[src/rtl/dw_pkg.sv]
package dw_pkg;
    localparam int WORD_W         = 32;
    localparam int WORDS_PER_DESC = 4;
    localparam int IDX_W          = $clog2(WORDS_PER_DESC);
    localparam int BYTES_PER_WORD = WORD_W / 8;
    localparam int DESC_STRIDE    = WORDS_PER_DESC * BYTES_PER_WORD;

    localparam int LEN_W     = 11;
    localparam int OWN_BIT   = 31;
    localparam int CHAIN_BIT = 24;
    localparam int FIRST_BIT = 29;
    localparam int LAST_BIT  = 30;
    localparam int IRQ_BIT   = 31;

    localparam logic [IDX_W-1:0] IDX_STAT = IDX_W'(0);
    localparam logic [IDX_W-1:0] IDX_CTL  = IDX_W'(1);
    localparam logic [IDX_W-1:0] IDX_BUF  = IDX_W'(2);
    localparam logic [IDX_W-1:0] IDX_LINK = IDX_W'(3);

    typedef enum logic [2:0] {
        ST_IDLE,
        ST_FETCH,
        ST_MOVE,
        ST_WBACK,
        ST_SUSP
    } walk_state_t;

    typedef struct packed {
        logic [WORD_W-1:0] stat;
        logic [WORD_W-1:0] buf_addr;
        logic [WORD_W-1:0] link;
        logic [LEN_W-1:0]  len;
        logic              first;
        logic              last;
        logic              irq;
        logic              chain;
    } desc_t;

    function automatic logic [WORD_W-1:0] release_own(input logic [WORD_W-1:0] w);
        logic [WORD_W-1:0] r;
        r = w;
        r[OWN_BIT] = 1'b0;
        return r;
    endfunction
endpackage

[src/rtl/dw_desc_store.sv]
module dw_desc_store
    import dw_pkg::*;
(
    input  logic                 clk,
    input  logic                 rst,
    input  logic                 cap_en,
    input  logic [IDX_W-1:0]     cap_idx,
    input  logic [WORD_W-1:0]    cap_data,
    output desc_t                desc
);
    logic [WORD_W-1:0] word_q [WORDS_PER_DESC];
    logic [LEN_W-1:0]  len_q;
    logic              first_q, last_q, irq_q, chain_q;

    for (genvar i = 0; i < WORDS_PER_DESC; i++) begin : g_word
        if (i == int'(IDX_CTL)) begin : g_ctl
            always_ff @(posedge clk) begin
                if (rst) begin
                    word_q[i] <= '0;
                    len_q     <= '0;
                    first_q   <= 1'b0;
                    last_q    <= 1'b0;
                    irq_q     <= 1'b0;
                    chain_q   <= 1'b0;
                end else if (cap_en && cap_idx == IDX_W'(i)) begin
                    word_q[i] <= '0;
                    len_q     <= cap_data[LEN_W-1:0];
                    first_q   <= cap_data[FIRST_BIT];
                    last_q    <= cap_data[LAST_BIT];
                    irq_q     <= cap_data[IRQ_BIT];
                    chain_q   <= cap_data[CHAIN_BIT];
                end
            end
        end else begin : g_full
            always_ff @(posedge clk) begin
                if (rst)
                    word_q[i] <= '0;
                else if (cap_en && cap_idx == IDX_W'(i))
                    word_q[i] <= cap_data;
            end
        end
    end

    always_comb begin
        desc          = '0;
        desc.stat     = word_q[IDX_STAT];
        desc.buf_addr = word_q[IDX_BUF];
        desc.link     = word_q[IDX_LINK];
        desc.len      = len_q;
        desc.first    = first_q;
        desc.last     = last_q;
        desc.irq      = irq_q;
        desc.chain    = chain_q;
    end
endmodule

[src/rtl/dw_ctrl.sv]
module dw_ctrl
    import dw_pkg::*;
#(
    parameter int AW = 32
) (
    input  logic              clk,
    input  logic              rst,
    input  logic              run_en,
    input  logic              poll_req,
    input  logic [AW-1:0]     base_addr,
    input  logic              mem_ack,
    input  logic              rd_own,
    input  logic              mv_done,
    input  logic              len_zero,
    input  logic              chain,
    input  logic              irq_en,
    input  logic [WORD_W-1:0] link,
    output walk_state_t       state,
    output logic [IDX_W-1:0]  fetch_idx,
    output logic [AW-1:0]     cur_addr,
    output logic              irq_pulse,
    output logic              bua_flag
);
    localparam logic [IDX_W-1:0] LAST_IDX = IDX_W'(WORDS_PER_DESC - 1);

    logic [AW-1:0] next_addr;

    always_comb begin
        if (chain)
            next_addr = link[AW-1:0];
        else
            next_addr = cur_addr + AW'(DESC_STRIDE);
    end

    always_ff @(posedge clk) begin
        if (rst) begin
            state     <= ST_IDLE;
            fetch_idx <= '0;
            cur_addr  <= '0;
            irq_pulse <= 1'b0;
            bua_flag  <= 1'b0;
        end else begin
            irq_pulse <= 1'b0;
            case (state)
                ST_IDLE: begin
                    if (run_en) begin
                        cur_addr  <= base_addr;
                        fetch_idx <= '0;
                        bua_flag  <= 1'b0;
                        state     <= ST_FETCH;
                    end
                end
                ST_FETCH: begin
                    if (mem_ack) begin
                        if (fetch_idx == IDX_STAT && !rd_own) begin
                            bua_flag <= 1'b1;
                            state    <= ST_SUSP;
                        end else if (fetch_idx == LAST_IDX) begin
                            fetch_idx <= '0;
                            state     <= len_zero ? ST_WBACK : ST_MOVE;
                        end else begin
                            fetch_idx <= fetch_idx + 1'b1;
                        end
                    end
                end
                ST_MOVE: begin
                    if (mv_done)
                        state <= ST_WBACK;
                end
                ST_WBACK: begin
                    if (mem_ack) begin
                        irq_pulse <= irq_en;
                        cur_addr  <= next_addr;
                        state     <= run_en ? ST_FETCH : ST_IDLE;
                    end
                end
                ST_SUSP: begin
                    if (!run_en) begin
                        state <= ST_IDLE;
                    end else if (poll_req) begin
                        bua_flag  <= 1'b0;
                        fetch_idx <= '0;
                        state     <= ST_FETCH;
                    end
                end
                default: state <= ST_IDLE;
            endcase
        end
    end
endmodule

[src/rtl/dw_port.sv]
module dw_port
    import dw_pkg::*;
#(
    parameter int AW = 32
) (
    input  walk_state_t       state,
    input  logic [IDX_W-1:0]  fetch_idx,
    input  logic [AW-1:0]     cur_addr,
    input  logic [WORD_W-1:0] stat_word,
    input  logic [WORD_W-1:0] buf_word,
    input  logic [LEN_W-1:0]  len,
    input  logic              first,
    input  logic              last,
    output logic              mem_req,
    output logic              mem_we,
    output logic [AW-1:0]     mem_addr,
    output logic [WORD_W-1:0] mem_wdata,
    output logic              mv_req,
    output logic [WORD_W-1:0] mv_addr,
    output logic [LEN_W-1:0]  mv_len,
    output logic              mv_first,
    output logic              mv_last
);
    localparam int OFS_W = IDX_W + $clog2(BYTES_PER_WORD);

    logic [OFS_W-1:0] word_ofs;

    assign word_ofs = OFS_W'(fetch_idx) * OFS_W'(BYTES_PER_WORD);

    always_comb begin
        mem_req   = 1'b0;
        mem_we    = 1'b0;
        mem_addr  = cur_addr;
        mem_wdata = '0;
        case (state)
            ST_FETCH: begin
                mem_req  = 1'b1;
                mem_addr = cur_addr + AW'(word_ofs);
            end
            ST_WBACK: begin
                mem_req   = 1'b1;
                mem_we    = 1'b1;
                mem_wdata = release_own(stat_word);
            end
            default: ;
        endcase
    end

    always_comb begin
        mv_req   = (state == ST_MOVE);
        mv_addr  = mv_req ? buf_word : '0;
        mv_len   = mv_req ? len : '0;
        mv_first = mv_req & first;
        mv_last  = mv_req & last;
    end
endmodule

[src/rtl/desc_walker.sv]
module desc_walker
    import dw_pkg::*;
#(
    parameter int AW = 32
) (
    input  logic              clk,
    input  logic              rst,
    input  logic              run_en,
    input  logic              poll_req,
    input  logic [AW-1:0]     base_addr,
    output logic              mem_req,
    output logic              mem_we,
    output logic [AW-1:0]     mem_addr,
    output logic [WORD_W-1:0] mem_wdata,
    input  logic              mem_ack,
    input  logic [WORD_W-1:0] mem_rdata,
    output logic              mv_req,
    output logic [WORD_W-1:0] mv_addr,
    output logic [LEN_W-1:0]  mv_len,
    output logic              mv_first,
    output logic              mv_last,
    input  logic              mv_done,
    output logic              irq_done,
    output logic              buf_unavail,
    output logic [AW-1:0]     cur_desc_addr,
    output logic [WORD_W-1:0] cur_buf_addr
);
    walk_state_t      state;
    logic [IDX_W-1:0] fetch_idx;
    desc_t            desc;
    logic             cap_en;

    assign cap_en = (state == ST_FETCH) && mem_ack;

    dw_desc_store u_store (
        .clk      (clk),
        .rst      (rst),
        .cap_en   (cap_en),
        .cap_idx  (fetch_idx),
        .cap_data (mem_rdata),
        .desc     (desc)
    );

    dw_ctrl #(.AW(AW)) u_ctrl (
        .clk       (clk),
        .rst       (rst),
        .run_en    (run_en),
        .poll_req  (poll_req),
        .base_addr (base_addr),
        .mem_ack   (mem_ack),
        .rd_own    (mem_rdata[OWN_BIT]),
        .mv_done   (mv_done),
        .len_zero  (desc.len == '0),
        .chain     (desc.chain),
        .irq_en    (desc.irq),
        .link      (desc.link),
        .state     (state),
        .fetch_idx (fetch_idx),
        .cur_addr  (cur_desc_addr),
        .irq_pulse (irq_done),
        .bua_flag  (buf_unavail)
    );

    dw_port #(.AW(AW)) u_port (
        .state     (state),
        .fetch_idx (fetch_idx),
        .cur_addr  (cur_desc_addr),
        .stat_word (desc.stat),
        .buf_word  (desc.buf_addr),
        .len       (desc.len),
        .first     (desc.first),
        .last      (desc.last),
        .mem_req   (mem_req),
        .mem_we    (mem_we),
        .mem_addr  (mem_addr),
        .mem_wdata (mem_wdata),
        .mv_req    (mv_req),
        .mv_addr   (mv_addr),
        .mv_len    (mv_len),
        .mv_first  (mv_first),
        .mv_last   (mv_last)
    );

    assign cur_buf_addr = desc.buf_addr;
endmodule

[config.mk]
export PLATFORM = sky130hd
export DESIGN_NAME = desc_walker
export DESIGN_NICKNAME = d
export VERILOG_FILES = /design/src/rtl/dw_pkg.sv /design/src/rtl/dw_desc_store.sv /design/src/rtl/dw_ctrl.sv /design/src/rtl/dw_port.sv /design/src/rtl/desc_walker.sv
export SDC_FILE = /design/constraint.sdc
export NUM_CORES = 1
export LEC_CHECK = 0
export ABC_AREA = 1
export BUFFER_PORTS_ARGS = -buffer_cell sky130_fd_sc_hd__buf_4
export CAP_MARGIN = 20
export CELL_PAD_IN_SITES_DETAIL_PLACEMENT = 0
export CELL_PAD_IN_SITES_GLOBAL_PLACEMENT = 1
export CORE_AREA = 2 2 177 145
export DETAILED_ROUTE_END_ITERATION = 8
export DIE_AREA = 0 0 179 147
export MAX_ROUTING_LAYER = met4
export PLACE_DENSITY_LB_ADDON = 0.1
export SYNTH_ARGS = -nofsm -noshare
export SYNTH_HDL_FRONTEND = slang
export SYNTH_SLANG_ARGS = --single-unit
[constraint.sdc]
create_clock -name clk -period 3.7 [get_ports clk]
set_clock_uncertainty 0.2 [all_clocks]
set_input_delay 0.74 -clock clk [delete_from_list [all_inputs] [get_ports clk]]
set_output_delay 0.74 -clock clk [all_outputs]
set_load 0.02 [all_outputs]
==> results of run 1 <==
[state kept, by name (all words and copies together) (netlist names)]
signal and flops:
u_store.last_q 1, u_store.len_q 11, u_ctrl.cur_addr 32, u_ctrl.state 3
u_store.irq_q 1, u_ctrl.fetch_idx 2, u_store.word_q 95, u_ctrl.irq_pulse 1
u_store.first_q 1, u_ctrl.bua_flag 1, u_store.chain_q 1
[routing by layer]
metal / up-vias / wire [um] / part of all wire [%]
met5: - / 0 / 0
met4: 0 / 404 / 1.5
met3: 27 / 1981 / 7.3
met2: 230 / 11820 / 43
met1: 3328 / 13080 / 48
li1: 3680 / - / -
[layout make-up]
cell class	count	share of cell area [%]
Clock buffer	18	4.020
Clock inverter	14	1.441
Sequential cell	149	36.85
Tap cell	324	3.797
Timing Repair Buffer	257	18.19
Multi-Input combinational cell	652	29.98
Inverter	163	5.731
[worst min-delay path: stages, from the launching register on]
cell,delay [ns]
dfxtp_1,0.30
inv_1,0.06
a21oi_1,0.06
[worst max-delay path by stage]
| stage | slack (ns) | from | endpoint | cells past startpoint |
|---|---|---|---|---|
| after floorplan | 0.59 | mem_ack | u_store.word_q[1][32]$_SDFFCE_PN0P_ | 4 |
| after global placement | 0.74 | u_ctrl.fetch_idx[0]$_SDFFE_PP0P_ | mem_addr[8] | 8 |
| after detailed placement | 0.71 | u_ctrl.fetch_idx[0]$_SDFFE_PP0P_ | mem_addr[8] | 8 |
| after CTS | 0.26 | u_ctrl.fetch_idx[0]$_SDFFE_PP0P_ | mem_addr[8] | 8 |
| after global routing | 0.18 | u_ctrl.fetch_idx[0]$_SDFFE_PP0P_ | mem_addr[8] | 8 |
| final | 0.30 | u_ctrl.fetch_idx[0]$_SDFFE_PP0P_ | mem_addr[8] | 8 |
[cell usage in the layout, fill, tap and decap left out, drive strengths merged, types with 2 or more instances in the layout]
master  count
a22oi       2
clkbuf     18
xnor2       4
inv       174
xor2       18
edfxtp     95
clkinv      2
buf       257
ha          7
nor4        2
nand3      51
o21ai      69
nor2      254
a22o       20
nor3        7
a21oi      60
a211oi      2
and2        2
o211ai      3
nand4       6
dfxtp      54
nand2     139
[cell families after synthesis]
| kind of cell | count (synthesis) | share of synthesized area, % |
|---|---|---|
| xor+xnor | 22 | 2.344 |
| other cells | 1 | 0.04561 |
| simple gates | 463 | 23.89 |
| compound gates | 158 | 11.00 |
| buf+inv | 241 | 13.56 |
| fa+ha+maj | 8 | 1.309 |
| flops | 149 | 47.85 |
[synthesized netlist by cell type, types with 2 or more instances]
| library cell | instances | area (um^2) |
|---|---|---|
| nor2_4 | 6 | 67.56 |
| clkbuf_1 | 12 | 45.04 |
| xor2_1 | 18 | 157.7 |
| inv_1 | 157 | 589.3 |
| nand3_1 | 50 | 250.2 |
| nand2_1 | 131 | 491.7 |
| buf_6 | 5 | 56.30 |
| ha_1 | 7 | 87.58 |
| a22oi_1 | 2 | 15.01 |
| o211ai_1 | 3 | 22.52 |
| xnor2_1 | 4 | 35.03 |
| and2_1 | 2 | 12.51 |
| dfxtp_1 | 54 | 1081 |
| nand2_2 | 8 | 50.05 |
| o21ai_0 | 63 | 315.3 |
| buf_2 | 21 | 105.1 |
| o21ai_1 | 4 | 20.02 |
| nand4_1 | 6 | 37.54 |
| a22o_1 | 20 | 175.2 |
| nor3_1 | 5 | 25.02 |
| buf_4 | 39 | 292.8 |
| inv_2 | 6 | 22.52 |
| o21ai_2 | 2 | 17.52 |
| a21oi_1 | 59 | 295.3 |
| nor2_2 | 6 | 37.54 |
| nor2_1 | 241 | 904.6 |
| edfxtp_1 | 95 | 2853 |
[stage by stage]
step / std cells / setup slack, ns / hold WS (ns) / utilization (%) / cell area, um^2
after floorplan: 1042 / 0.5915 / 0.2205 / - / 8222
after global placement: 1545 / 0.7411 / 0.2462 / 40.93 / 10090
after detailed placement: 1545 / 0.7095 / 0.2583 / 40.93 / 10090
after CTS: 1577 / 0.2594 / 0.2686 / 43.30 / 10680
after global routing: 1577 / 0.1804 / 0.2924 / 43.30 / 10680
final: 1577 / 0.3027 / 0.2658 / 43.30 / 10680
[power groups by stage]
stage	sequential, mW	clock (mW)	combinational, mW
4_1_cts	2.44	1.78	2.49
2_1_floorplan	2.52	0	1.36
3_3_place_gp	2.47	0	2.50
3_5_place_dp	2.47	0	2.49
6_report	2.45	1.74	2.48
5_1_grt	2.49	1.86	2.72
==> results.json, run 1 <==
{
  "cellLeakagePower_nw": 4.851,
  "seq_area_frac_synth_pct": 47.85,
  "vias": 7265,
  "vias_per_cell": 4.607,
  "crit_chain": "ha_1 -> inv_1 -> fa_1 -> nor2_1 -> buf_4 -> nor2_1 -> a21oi_1 -> buf_4",
  "cp.arrival_ns": 2.46,
  "tightest_slew_ns": 1.026,
  "io-pin-count": 248,
  "postCtsHoldBufs": 0,
  "worstSetupEndpointType": "primary output",
  "reg2reg_from": "u_ctrl.state[0]$_SDFFE_PP0P_",
  "slowest_stage": "dfxtp_1",
  "drive_above_1_share_pct": 26.10,
  "path_delay_family": "adder cells",
  "p_sw_share_pct": 41.99,
  "cts_tree": "built",
  "core_area_um2": 24660,
  "hold_depth": 2,
  "p_per_area_nw_per_um2": 624.2,
  "drtAntennaViolNets": 0,
  "synth-seq-cells": 149,
  "n_antenna_cell": 0,
  "fp.dieH_um": 147,
  "antenna_found_initial": 0,
  "timing.setup.tns_ns": 0,
  "hold_start": "u_store.last_q$_SDFFE_PP0P_",
  "place.gp.congestion": 0.8791,
  "clk_pin_slew_worst_paths_ns": 0.07,
  "wl_per_cell_um": 17.30,
  "comb_power_share_pct": 37.2,
  "hold_path_class": "reg2reg",
  "grt_pass1_wl_mm": 41.10,
  "clkLatencyLatePin_ns": 0.43,
  "grt_pass1_vias": 7008,
  "io_buffers": 246,
  "grt-ovfl-total": 0,
  "slew_violations": 0,
  "netlist_area_um2": 8222,
  "synth_edf_count": 95,
  "postSynth.asyncResetShare_pct": 0,
  "final.period_utilization_pct": 91.82,
  "worst_path_largest_cell_delay_ns": 0.41,
  "row_count": 52,
  "vdd_drop_max_uv": 346.5,
  "cts_buffers": 17,
  "cts_max_level": 4,
  "status": "completed",
  "rrSetupSlack_ns": 1.23,
  "drt_pass1_iterations": 5,
  "yosys_warnings": 0,
  "multi_input_area_um2": 3201,
  "die_x_um": 179,
  "cp_max_fo": 20,
  "relSlewSlack_pct": 31.36,
  "synth.avg_cell_area_um2": 7.890,
  "clockBufferDepth": 2,
  "drc": 0,
  "drtIter0Drc": 515,
  "start_kind": "flop",
  "ctsResizeCount": 0,
  "hpwl_mm": 20.29,
  "total_power_mw": 6.664,
  "worstPathBufferInverterCount": 3,
  "nNetsFinal": 1318,
  "globalRouteTotalUtil_pct": 21.54,
  "clock-root-buffer": "clkbuf_16",
  "use_met1_pct": 30.11,
  "synth_cells": 1042,
  "fin_crit_ns": 3.397,
  "rr_worst_depth": 6,
  "initial_core_util_pct": 33.34,
  "grt_max_degree": 69,
  "fillerInstances": 2602,
  "setup_viol_count_final": 0,
  "clock.fmax_mhz": 294.3,
  "critical_path_class": "reg2out",
  "post_cts_buffers": 0,
  "grt_busiest_layer": "met2",
  "rsz0062_at_grt": "false",
  "synth_cell_types": 43,
  "syn_nets": 1120,
  "cts.sinks": 149,
  "intPower_mw": 3.865,
  "die_area_um2": 26310,
  "met2_usage_pct": 30.96,
  "rr_endpoint": "u_store.word_q[0][26]$_SDFFCE_PN0P_",
  "required_ns": 2.76,
  "finalHoldViolations": 0,
  "clkPwrFrac_pct": 26.1,
  "seq_power_share_pct": 36.7,
  "switchingPower_mw": 2.798,
  "maxCapViolCount": 0,
  "hold_path_end": "u_store.last_q$_SDFFE_PP0P_",
  "ys.flop_type": "edfxtp_1",
  "met3_usage_pct": 5.487,
  "seqCellArea_um2": 3934,
  "syn2layout_area_growth_pct": 29.86,
  "totalWireLength_mm": 27.29
}
Note: power is estimated with default switching activity, not from simulation.
==> run 2, diff against run 1 <==
--- a/config.mk
+++ b/config.mk
@@ -14,7 +14,7 @@
 export DETAILED_ROUTE_END_ITERATION = 8
 export DIE_AREA = 0 0 179 147
 export MAX_ROUTING_LAYER = met4
-export PLACE_DENSITY_LB_ADDON = 0.1
+export PLACE_DENSITY_LB_ADDON = 0.12
 export SYNTH_ARGS = -nofsm -noshare
 export SYNTH_HDL_FRONTEND = slang
 export SYNTH_SLANG_ARGS = --single-unit
==> results.json, run 2 (synthesis gave the netlist of run 1 again) <==
{
  "clockBufferDepth": 2,
  "clk_pin_slew_worst_paths_ns": 0.06,
  "finalHoldViolations": 0,
  "final_common_cell": "buf_4",
  "grt_pass1_wl_mm": 41.66,
  "place.gp.congestion": 0.8910,
  "worstPathBufferInverterCount": 3,
  "fillerInstances": 2563,
  "cts.sinks": 149,
  "drc": 0,
  "worstSetupEndpointType": "primary output",
  "slowest_stage": "dfxtp_1",
  "seq_power_share_pct": 36.5,
  "globalRouteTotalUtil_pct": 21.83,
  "grt_pass1_vias": 6916,
  "rrSetupSlack_ns": 1.23,
  "path_delay_family": "adder cells",
  "fin_ws_ns": 0.3243,
  "worst_path_largest_cell_delay_ns": 0.41,
  "path_common_cell": "buf_4",
  "crit_chain": "ha_1 -> inv_1 -> fa_1 -> nor2_1 -> buf_4 -> nand2_1 -> o21ai_0 -> buf_4",
  "intPower_mw": 3.917,
  "critical_path_class": "reg2out",
  "post-route-util_pct": 43.39,
  "totalWireLength_mm": 27.73,
  "rsz0062_at_grt": "false",
  "antenna_found_initial": 1,
  "switchingPower_mw": 2.759,
  "cellLeakagePower_nw": 4.864,
  "row_count": 52,
  "relSlewSlack_pct": 37.49,
  "status": "completed",
  "nNetsFinal": 1323,
  "timing.setup.tns_ns": 0,
  "drtIter0Drc": 484,
  "postCtsHoldBufs": 0,
  "final_cell_mix": "buf_4 (261), nor2_1 (241), inv_1 (157), nand2_1 (131), edfxtp_1 (95)",
  "cp.arrival_ns": 2.44,
  "vias_per_cell": 4.645,
  "cp_max_fo": 20,
  "pre_cts_ws_ns": 0.7715,
  "grt_max_degree": 49,
  "syn2layout_area_growth_pct": 30.15,
  "vdd_drop_max_uv": 340.4,
  "slew_violations": 0,
  "vias": 7353,
  "largest_reg_flops": 95,
  "die_area_um2": 26310,
  "grt-ovfl-total": 0,
  "multi_input_area_um2": 3201,
  "io_buffers": 246,
  "fp.dieH_um": 147,
  "clock.fmax_mhz": 296.2,
  "io-pin-count": 248,
  "clkLatencyLatePin_ns": 0.42,
  "hpwl_mm": 20.87,
  "clock-root-buffer": "clkbuf_16",
  "start_kind": "flop",
  "hold_ws_ns": 0.2551,
  "cts_tree": "built",
  "p_per_area_nw_per_um2": 623.9,
  "hold_path_class": "reg2reg",
  "drive_above_1_share_pct": 26.41,
  "largest_registers": "u_store.word_q x95, u_ctrl.cur_addr x32, u_store.len_q x11",
  "initial_core_util_pct": 33.34,
  "p_sw_share_pct": 41.32,
  "seqCellArea_um2": 3934,
  "die_x_um": 179,
  "drtAntennaViolNets": 0,
  "post_cts_buffers": 0,
  "drt_pass1_iterations": 5,
  "fin_crit_ns": 3.376,
  "required_ns": 2.76,
  "wl_per_cell_um": 17.52,
  "tightest_slew_ns": 0.9354,
  "ctsResizeCount": 0,
  "cts_max_level": 4,
  "setup_viol_count_final": 0,
  "clkPwrFrac_pct": 25.7,
  "core_area_um2": 24660,
  "final.period_utilization_pct": 91.23,
  "regMostFlops": "u_store.word_q",
  "cts_buffers": 17,
  "comb_power_share_pct": 37.8,
  "maxCapViolCount": 0
}
[run 2: cell count changes in the layout (fill, tap and decap cells not counted), moves of 2 or more]
cell,change
clkinv_8,-2
inv_6,+2
clkinv_2,+2
diode_2,+2
inv_8,-5
buf_4,+5
[run 2: path summary, 6_finish.rpt]
kind                                                  startpoint                            end  depth (start not counted)
worst max-delay path            u_ctrl.fetch_idx[0]$_SDFFE_PP0P_                    mem_addr[6]                          8
worst max register to register      u_ctrl.state[0]$_SDFFE_PP0P_  u_store.len_q[9]$_SDFFE_PP0P_                          7
worst min-delay path                 u_store.last_q$_SDFFE_PP0P_    u_store.last_q$_SDFFE_PP0P_                          2
worst min register to register       u_store.last_q$_SDFFE_PP0P_    u_store.last_q$_SDFFE_PP0P_                          2
[run 2: routing by layer]
metal	wire length, um	vias up	global-route usage (%)
met5	0	-	-
met4	238	0	4.065
met3	2012	15	5.383
met2	11940	234	30.98
met1	13540	3421	31.62
li1	-	3683	-
[run 2: cell type report]
cell class              instances  share of cell area, %
flip-flops and latches        149                  36.76
multi-input cells             652                  29.91
repair buffers                262                  18.50
inverters                     163                  5.718
clock buffers                  17                  3.976
well taps                     324                  3.789
clock inverters                14                  1.298
diodes                          2                0.04677
[run 2: worst register-to-register path, stage by stage, from the launching register on]
cell	delay, ns
dfxtp_1	0.34
inv_2	0.09
nor2_4	0.13
nand2_2	0.18
nor2_4	0.21
nand2_1	0.57
o21ai_0	0.51
a21oi_1	0.07
[run 2: stage by stage]
stage               instance area, um^2  power (mW)  instances
CTS                               10700       6.718       1581
global route                      10700       7.051       1582
global placement                  10130       4.993       1550
floorplan                          8222       3.883       1042
finish                            10700       6.676       1583
detailed placement                10130       4.991       1550
[run 2: power groups by stage]
stage          Combinational [mW]  Clock [mW]  Sequential [mW]
2_1_floorplan                1.36           0             2.52
3_3_place_gp                 2.53           0             2.46
3_5_place_dp                 2.52           0             2.47
4_1_cts                      2.54        1.75             2.43
5_1_grt                      2.75        1.83             2.47
6_report                     2.52        1.71             2.44
==> run 3, diff against run 2 <==
--- a/config.mk
+++ b/config.mk
@@ -10,11 +10,12 @@
 export CAP_MARGIN = 20
 export CELL_PAD_IN_SITES_DETAIL_PLACEMENT = 0
 export CELL_PAD_IN_SITES_GLOBAL_PLACEMENT = 1
-export CORE_AREA = 2 2 177 145
+export CORE_AREA = 5 5 187 153
 export DETAILED_ROUTE_END_ITERATION = 8
-export DIE_AREA = 0 0 179 147
+export DIE_AREA = 0 0 192 158
 export MAX_ROUTING_LAYER = met4
 export PLACE_DENSITY_LB_ADDON = 0.12
 export SYNTH_ARGS = -nofsm -noshare
 export SYNTH_HDL_FRONTEND = slang
+export SYNTH_HIERARCHICAL = 1
 export SYNTH_SLANG_ARGS = --single-unit
==> constraint.sdc (replaced) <==
create_clock -name clk -period 3.7 [get_ports clk]
set_clock_uncertainty 0.2 [all_clocks]
set_input_delay 0.74 -clock clk [delete_from_list [all_inputs] [get_ports clk]]
set_output_delay 0.74 -clock clk [all_outputs]
set_load 0.005 [all_outputs]
==> results.json, run 3 <==
{
  "multi_input_area_um2": 3751,
  "fin_crit_ns": 3.348,
  "final.period_utilization_pct": 90.48,
  "drtIter0Drc": 583,
  "status": "completed",
  "clock-root-buffer": "clkbuf_16",
  "fillerInstances": 2825,
  "drive_above_1_share_pct": 23.79,
  "clock.fmax_mhz": 298.7,
  "synth.avg_cell_area_um2": 7.229,
  "cellLeakagePower_nw": 5.474,
  "cts_buffers": 17,
  "hold_path_class": "reg2reg",
  "intPower_mw": 4.204,
  "nNetsFinal": 1526,
  "maxCapViolCount": 0,
  "drt_pass1_iterations": 5,
  "core_area_um2": 26690,
  "vias_per_cell": 4.529,
  "final_common_cell": "nor2_1",
  "yosys_warnings": 6,
  "slew_violations": 0,
  "p_per_area_nw_per_um2": 591.8,
  "hold_depth": 2,
  "post_cts_buffers": 0,
  "hpwl_mm": 21.75,
  "fin_ws_ns": 0.3521,
  "clkLatencyLatePin_ns": 0.43,
  "seqCellArea_um2": 3934,
  "worstSetupEndpointType": "primary output",
  "grt_pass1_wl_mm": 44.55,
  "globalRouteTotalUtil_pct": 19.40,
  "grt_max_degree": 46,
  "n_antenna_cell": 0,
  "rsz0062_at_grt": "false",
  "clk_pin_slew_worst_paths_ns": 0.07,
  "io_buffers": 246,
  "cts.sinks": 149,
  "cts_max_level": 4,
  "p_sw_share_pct": 38.50,
  "met2_usage_pct": 27.77,
  "seq_power_share_pct": 37.9,
  "fp.dieH_um": 158,
  "reg2reg_from": "u_ctrl/state[0]$_SDFFE_PP0P_",
  "syn_nets": 1291,
  "grt_pass1_vias": 7976,
  "netlist_area_um2": 8783,
  "io-pin-count": 248,
  "timing.setup.tns_ns": 0,
  "synth_cells": 1215,
  "drc": 0,
  "pre_cts_ws_ns": 0.7903,
  "largest_registers": "u_store/word_q x95, u_ctrl/cur_addr x32, u_store/len_q x11",
  "critical_path_class": "reg2out",
  "met3_usage_pct": 4.696,
  "grt-ovfl-total": 0,
  "relSlewSlack_pct": 40.95,
  "syn2layout_area_growth_pct": 31.51,
  "row_count": 54,
  "use_met1_pct": 28.40,
  "clockBufferDepth": 2,
  "vias": 8275,
  "rr_worst_depth": 7,
  "antenna_found_initial": 0,
  "cp_max_fo": 8,
  "grt_busiest_layer": "met1",
  "vdd_drop_max_uv": 297.1,
  "rr_endpoint": "u_ctrl/cur_addr[4]$_SDFFE_PP0P_",
  "crit_start": "u_ctrl/fetch_idx[0]$_SDFFE_PP0P_",
  "post_dp_cell_area_um2": 10910,
  "final_cell_mix": "nor2_1 (311), buf_4 (264), nand2_1 (216), inv_1 (201), edfxtp_1 (95)",
  "wl_per_cell_um": 16.00,
  "cp.arrival_ns": 2.41,
  "comb_power_share_pct": 34.1,
  "postCtsHoldBufs": 0,
  "fin_area_um2": 11550,
  "setup_viol_count_final": 0,
  "hold_path_end": "u_ctrl/irq_pulse$_SDFF_PP0_",
  "rrSetupSlack_ns": 1.09,
  "required_ns": 2.76,
  "drtAntennaViolNets": 0,
  "largest_reg_flops": 95,
  "ctsResizeCount": 0,
  "start_kind": "flop",
  "finalHoldViolations": 0,
  "regMostFlops": "u_store/word_q",
  "die_area_um2": 30340,
  "initial_core_util_pct": 32.91,
  "tightest_slew_ns": 0.8847,
  "totalWireLength_mm": 29.23,
  "die_x_um": 192,
  "place.gp.congestion": 0.8251,
  "cts_tree": "built",
  "hold_start": "u_store/irq_q$_SDFFE_PP0P_",
  "clkPwrFrac_pct": 28.0,
  "switchingPower_mw": 2.632
}
-- run 3: cell types whose count changed in the layout (fill, tap and decap cells not counted), moves of 9 or more --
cell,previous run,this run
nand2_1,131,216
a22o_1,20,0
inv_1,157,201
o21ai_1,4,26
nor2_1,241,311
nand3_1,49,59
o21ai_0,61,21
xnor2_1,4,13
-- run 3: power groups by stage --
stage	registers, mW	logic [mW]	clock network [mW]
2_1_floorplan	2.49	1.35	0
6_report	2.59	2.33	1.91
3_3_place_gp	2.62	2.34	0
3_5_place_dp	2.63	2.35	0
4_1_cts	2.59	2.36	1.96
5_1_grt	2.66	2.62	2.03
-- run 3: stage by stage --
| stage | utilization, % | power [mW] | std cells | hold slack (ns) |
|---|---|---|---|---|
| 2_1_floorplan | - | 3.841 | 1215 | 0.2492 |
| 3_3_place_gp | 40.88 | 4.962 | 1795 | 0.2517 |
| 3_5_place_dp | 40.88 | 4.974 | 1795 | 0.2538 |
| 4_1_cts | 43.28 | 6.907 | 1827 | 0.2556 |
| 5_1_grt | 43.28 | 7.302 | 1827 | 0.2772 |
| 6_report | 43.28 | 6.836 | 1827 | 0.2450 |
-- run 3: cell type report --
| cell class | instances | area share, % |
|---|---|---|
| clock buffers | 18 | 3.715 |
| multi-input cells | 809 | 32.47 |
| well taps | 364 | 3.943 |
| clock inverters | 14 | 1.831 |
| inverters | 209 | 6.824 |
| repair buffers | 264 | 17.16 |
| flip-flops and latches | 149 | 34.06 |
-- run 3: worst max-delay path by stage --
stage | to | slack [ns] | depth (start not counted)
6_report | mem_addr[22] | 0.35 | 9
5_1_grt | mem_addr[22] | 0.17 | 9
4_1_cts | mem_addr[22] | 0.32 | 9
3_5_place_dp | mem_addr[22] | 0.79 | 9
3_3_place_gp | mem_addr[30] | 0.81 | 10
2_1_floorplan | u_store/word_q[1][0]$_SDFFCE_PN0P_ | 1.06 | 4
-- run 3: critical path, cell delays in order, from the launching register on --
cell     delay [ns]
dfxtp_1        0.47
ha_1           0.22
inv_1          0.06
fa_1           0.44
nor2_2         0.17
nand3_2        0.12
nor2_4         0.17
nand2_2        0.07
xnor2_1        0.13
buf_4          0.15
-- run 3: layer usage --
metal / up-vias / routed length (um)
li1: 4232 / -
met1: 3788 / 14800
met2: 243 / 12200
met3: 12 / 2059
met4: 0 / 167
met5: - / 0
